**src/rtl/lsm_pkg.sv**
```systemverilog
package lsm_pkg;
  localparam int unsigned FLAG_W = 6;

  typedef struct packed {
    logic of;
    logic sf;
    logic zf;
    logic af;
    logic pf;
    logic cf;
  } flags_t;
endpackage

```
**src/rtl/lsm_decode.sv**
```systemverilog
module lsm_decode #(
  parameter int unsigned LW = 1
) (
  input  logic          mode_long,
  input  logic          mode_legacy,
  input  logic          op_wide,
  input  logic [LW-1:0] op_len,
  output logic          use_wide,
  output logic          fault
);
  // The width bit only counts in long mode.
  assign use_wide = mode_long & op_wide;
  assign fault    = mode_legacy | (|op_len);
endmodule

```
**src/rtl/lsm_core.sv**
```systemverilog
module lsm_core
  import lsm_pkg::*;
#(
  parameter int unsigned XLEN   = 64,
  parameter int unsigned NARROW = 32
) (
  input  logic [XLEN-1:0] src,
  input  logic            use_wide,
  input  logic            kill,
  output logic [XLEN-1:0] mask,
  output flags_t          flags
);
  localparam logic [XLEN-1:0] NARROW_KEEP = {{(XLEN-NARROW){1'b0}}, {NARROW{1'b1}}};
  localparam logic [XLEN-1:0] ONE         = {{(XLEN-1){1'b0}}, 1'b1};

  logic [XLEN-1:0] src_eff;
  logic [XLEN-1:0] dec;
  logic [XLEN-1:0] raw;
  logic [XLEN-1:0] sized;
  logic            top_bit;
  logic            src_zero;

  assign src_eff  = use_wide ? src : (src & NARROW_KEEP);
  assign dec      = src_eff - ONE;
  assign raw      = dec ^ src_eff;
  assign sized    = use_wide ? raw : (raw & NARROW_KEEP);
  assign top_bit  = use_wide ? sized[XLEN-1] : sized[NARROW-1];
  assign src_zero = ~|src_eff;

  always_comb begin
    flags = '0;
    mask  = '0;
    if (!kill) begin
      mask     = sized;
      flags.sf = top_bit;
      flags.cf = src_zero;
    end
  end
endmodule

```
**src/rtl/lsm_outreg.sv**
```systemverilog
module lsm_outreg #(
  parameter int unsigned W = 8
) (
  input  logic         clk,
  input  logic         rst_n,
  input  logic         in_valid,
  output logic         in_ready,
  input  logic [W-1:0] in_data,
  output logic         out_valid,
  input  logic         out_ready,
  output logic [W-1:0] out_data
);
  logic         vld_q;
  logic [W-1:0] data_q;

  assign in_ready  = !vld_q || out_ready;
  assign out_valid = vld_q;
  assign out_data  = data_q;

  always_ff @(posedge clk) begin
    if (!rst_n) begin
      vld_q  <= 1'b0;
      data_q <= '0;
    end else if (in_ready) begin
      vld_q <= in_valid;
      if (in_valid) data_q <= in_data;
    end
  end
endmodule

```
**src/rtl/lsm_unit.sv**
```systemverilog
module lsm_unit
  import lsm_pkg::*;
#(
  parameter int unsigned XLEN   = 64,
  parameter int unsigned NARROW = 32,
  parameter int unsigned LW     = 1
) (
  input  logic              clk,
  input  logic              rst_n,
  input  logic              in_valid,
  output logic              in_ready,
  input  logic [XLEN-1:0]   in_src,
  input  logic              in_wide,
  input  logic [LW-1:0]     in_len,
  input  logic              mode_long,
  input  logic              mode_legacy,
  output logic              out_valid,
  input  logic              out_ready,
  output logic [XLEN-1:0]   out_result,
  output logic [FLAG_W-1:0] out_flags,
  output logic              out_fault,
  output logic              out_wr_en
);
  localparam int unsigned PW = XLEN + FLAG_W + 2;

  logic            use_wide;
  logic            fault;
  logic [XLEN-1:0] mask;
  flags_t          flags;
  logic [PW-1:0]   pay_in;
  logic [PW-1:0]   pay_out;

  lsm_decode #(.LW(LW)) u_dec (
    .mode_long   (mode_long),
    .mode_legacy (mode_legacy),
    .op_wide     (in_wide),
    .op_len      (in_len),
    .use_wide    (use_wide),
    .fault       (fault)
  );

  lsm_core #(.XLEN(XLEN), .NARROW(NARROW)) u_core (
    .src      (in_src),
    .use_wide (use_wide),
    .kill     (fault),
    .mask     (mask),
    .flags    (flags)
  );

  assign pay_in = {mask, flags, fault, !fault};

  lsm_outreg #(.W(PW)) u_out (
    .clk       (clk),
    .rst_n     (rst_n),
    .in_valid  (in_valid),
    .in_ready  (in_ready),
    .in_data   (pay_in),
    .out_valid (out_valid),
    .out_ready (out_ready),
    .out_data  (pay_out)
  );

  assign out_result = pay_out[PW-1 -: XLEN];
  assign out_flags  = pay_out[FLAG_W+1 -: FLAG_W];
  assign out_fault  = pay_out[1];
  assign out_wr_en  = pay_out[0];
endmodule

```
**config.mk**
```make
export PLATFORM = sky130hd
export DESIGN_NAME = lsm_unit
export DESIGN_NICKNAME = d
export VERILOG_FILES = /design/src/rtl/lsm_pkg.sv /design/src/rtl/lsm_decode.sv /design/src/rtl/lsm_core.sv /design/src/rtl/lsm_outreg.sv /design/src/rtl/lsm_unit.sv
export SDC_FILE = /design/constraint.sdc
export NUM_CORES = 1
export LEC_CHECK = 0
export CAP_MARGIN = 20
export CELL_PAD_IN_SITES_DETAIL_PLACEMENT = 0
export CELL_PAD_IN_SITES_GLOBAL_PLACEMENT = 1
export CORE_MARGIN = 5
export CORE_UTILIZATION = 30
export CTS_BUF_LIST = sky130_fd_sc_hd__clkbuf_8 sky130_fd_sc_hd__clkbuf_16
export CTS_CLUSTER_DIAMETER = 50
export DETAILED_ROUTE_END_ITERATION = 7
export PLACE_DENSITY_LB_ADDON = 0.1
export SYNTH_ARGS = -nofsm -noshare
export SYNTH_HDL_FRONTEND = slang
export SYNTH_SLANG_ARGS = --single-unit
```
**constraint.sdc**
```tcl
create_clock -name clk -period 1.77 [get_ports clk]
set_input_delay 0.354 -clock clk [delete_from_list [all_inputs] [get_ports clk]]
set_output_delay 0.354 -clock clk [all_outputs]
set_load 0.02 [all_outputs]
```
==> flow_summary.yaml <==
synth:
  ys_seq_area_frac: 0.411
  synthTopCellsByCount: "dfxtp_1, nand2_1, nor2_1"
  synth-seq-cells: 68
  netlist_area_sq_um: 3310
  netlist.area_leader.share: 0.411
  syn_inst: 407
  ys_warn_count: 0
  yosysTopAreaCell: "dfxtp_1"
  synth_edf_count: 0
  synth_area_leaders: "dfxtp_1, nand2_1, nor2b_1"
  ys_types: 44
  syn_avg_cell_area_sq_um: 8.14
  ys_async_sr_fraction: 0
  synth-main-ff-cell: "dfxtp_1"
  synth.most_common_cell: "dfxtp_1"
sta:
  skew_ns: 0.00701
  grt_setup_unrepaired: "true"
  final-setup-viol-count: 0
  maxSlewViolCount: 0
  fin_crit_sh: 0.986
  final_hold_viol_count: 0
  max_freq_mhz: 573
  fin_ws_ns: 0.0256
  slew_headroom: 0.595
  post-route-min-period_ns: 1.74
  tightestPinTransition_ns: 0.602
worst_setup_path:
  timing.rr.start: "u_out.out_valid$_SDFFE_PN0N_"
  ff2ff_path_depth: 6
  crit_type: "in -> reg"
  cp.arrival_ns: 1.99
  rr_endpoint: "u_out.out_data[55]$_SDFFE_PN0P_"
  end_kind: "flop"
  worstPathMaxFanout: 6
  r2r_setup_slack_ns: 0.28
  required_ns: 2.01
  start_kind: "input port"
detailed_routing:
  drt-pass1-iter-count: 4
  first_iter_violations: 136
  via_count: 3948
  vias_per_cell: 4.90
  route.detailed.drc: 0
  routed_wl_um: 13400
  postRouteAntennaNets: 0
  wl_per_cell_um: 16.6
place:
  port_buffers: 141
  dpl_worst_slack_ns: -0.581
  gp_congestion: 0.910
  dp_hpwl_um: 10400
  dpl_cell_area_sq_um: 5600
cts:
  clk_latency_ns: 0.35
  clk_path_buf_depth: 2
  cts.sinks: 68
  clkTransAtPathRegs_ns: 0.08
  cts_tree: "built"
  htree_levels: 3
  numCtsBuffers: 9
  clock-root-buffer: "clkbuf_8"
  cts_hold_buf: 0
run_status:
  status: "completed"
floorplanning:
  fp.dieArea_sq_um: 13200
  fp.dieH_um: 115
  core_area_sq_um: 10800
  io_pins: 146
  die_x_um: 115
  std_cell_rows: 38
  start_util: 0.306
min_path:
  worstHoldStart: "rst_n"
  hold_end: "u_out.out_data[2]$_SDFFE_PN0P_"
  hp-class: "in -> reg"
  min_path_cells: 3
global_routing:
  grt_max_degree: 30
  antenna_found_initial: 0
  grt_overflow: 0
  grt_pass1_wl_um: 21000
  grt_usage: 0.201
  grt_pass1_vias: 4159
cells_and_area:
  design_area_sq_um: 6280
  syn2layout_area_growth_pct: 89.5
  final_nets: 735
  n_antenna_cell: 0
  drive_gt1_frac: 0.291
power_and_ir_drop:
  power_mw: 3.77
  p_leak_nw: 2.62
  p_per_area_nw_per_um2: 601
  vdd_drop_max_mv: 0.386
run:
  timing.max_cap.violations: 0
[what timing repair did]
item	CTS	global route
gates resized for setup	51	57
buffers inserted	11	8
pin swaps	26	32
endpoints found under the setup margin	39	42
[metal layers]
metal	up-vias	GRT usage	routed length (um)	share of wire
met4	0	0.0649	213	0.016
met5	-	0	0	0
li1	1965	-	-	-
met3	17	0.0563	841	0.063
met1	1846	0.237	5600	0.42
met2	120	0.353	6720	0.50
[sequential cells by signal, indices dropped and copies added, names as in the netlist]
register / flops
u_out.out_data: 67
u_out.out_valid: 1
[report_power, final]
group | total (mW) | switching [mW] | internal (mW)
combinational | 0.618 | 0.289 | 0.329
sequential | 1.54 | 0.00377 | 1.53
clock | 1.62 | 0.674 | 0.946
total | 3.77 | 0.967 | 2.81
[kinds of logic after synthesis]
group | synth area share
fa+ha+maj | 0.00755
compound gates | 0.176
other cells | 0.00113
flops | 0.411
xor+xnor | 0.00264
buf+inv | 0.0408
simple gates | 0.361
[worst max path at each step]
stage,start,endpoint
2_1_floorplan,u_out.out_valid$_SDFFE_PN0N_,u_out.out_data[13]$_SDFFE_PN0P_
3_3_place_gp,in_src[28],u_out.out_data[64]$_SDFFE_PN0P_
3_5_place_dp,in_src[30],u_out.out_data[56]$_SDFFE_PN0P_
4_1_cts,in_src[26],u_out.out_data[46]$_SDFFE_PN0P_
5_1_grt,in_src[30],u_out.out_data[50]$_SDFFE_PN0P_
6_report,mode_long,u_out.out_data[61]$_SDFFE_PN0P_
[final cells by class]
type	instances	area (sq um)
inverters	8	30.0
well taps	140	175
flip-flops and latches	68	1360
clock inverters	7	124
multi-input cells	311	2080
repair buffers	263	2390
clock buffers	9	124
fillers	1026	4560
[critical path, cell delays in order]
cell             delay, ns
clkdlybuf4s50_1       0.50
nand2_1               0.11
buf_4                 0.18
o21ai_0               0.50
nor2b_1               0.13
nand3_2               0.14
o21ai_1               0.08
[cell usage in the layout (no fill, tap or decap), drive strengths merged, types with 5 or more instances in the layout]
cell           count
clkdlybuf4s50    102
nor2              34
a21boi            15
dfxtp             68
o21ai             34
dlymetal6s2s      20
a32oi              5
buf              122
inv                9
a22oi             15
nor4              10
nor2b             28
nand2             55
a21oi              9
nand4              9
or3               12
nand3             17
nand4b             6
nor3              26
dlygate4sd2       14
clkbuf            12
[through the flow]
step,setup TNS (ns),util,hold WS [ns],cells
final,0,0.579,0.387,806
after floorplan,0,-,0.493,410
after CTS,0,0.558,0.363,798
after detailed placement,-25.60,0.517,0.431,771
after global placement,-23.83,0.517,0.432,771
after global routing,-0.0469,0.579,0.399,806
Power figures use the tool's default switching activity.
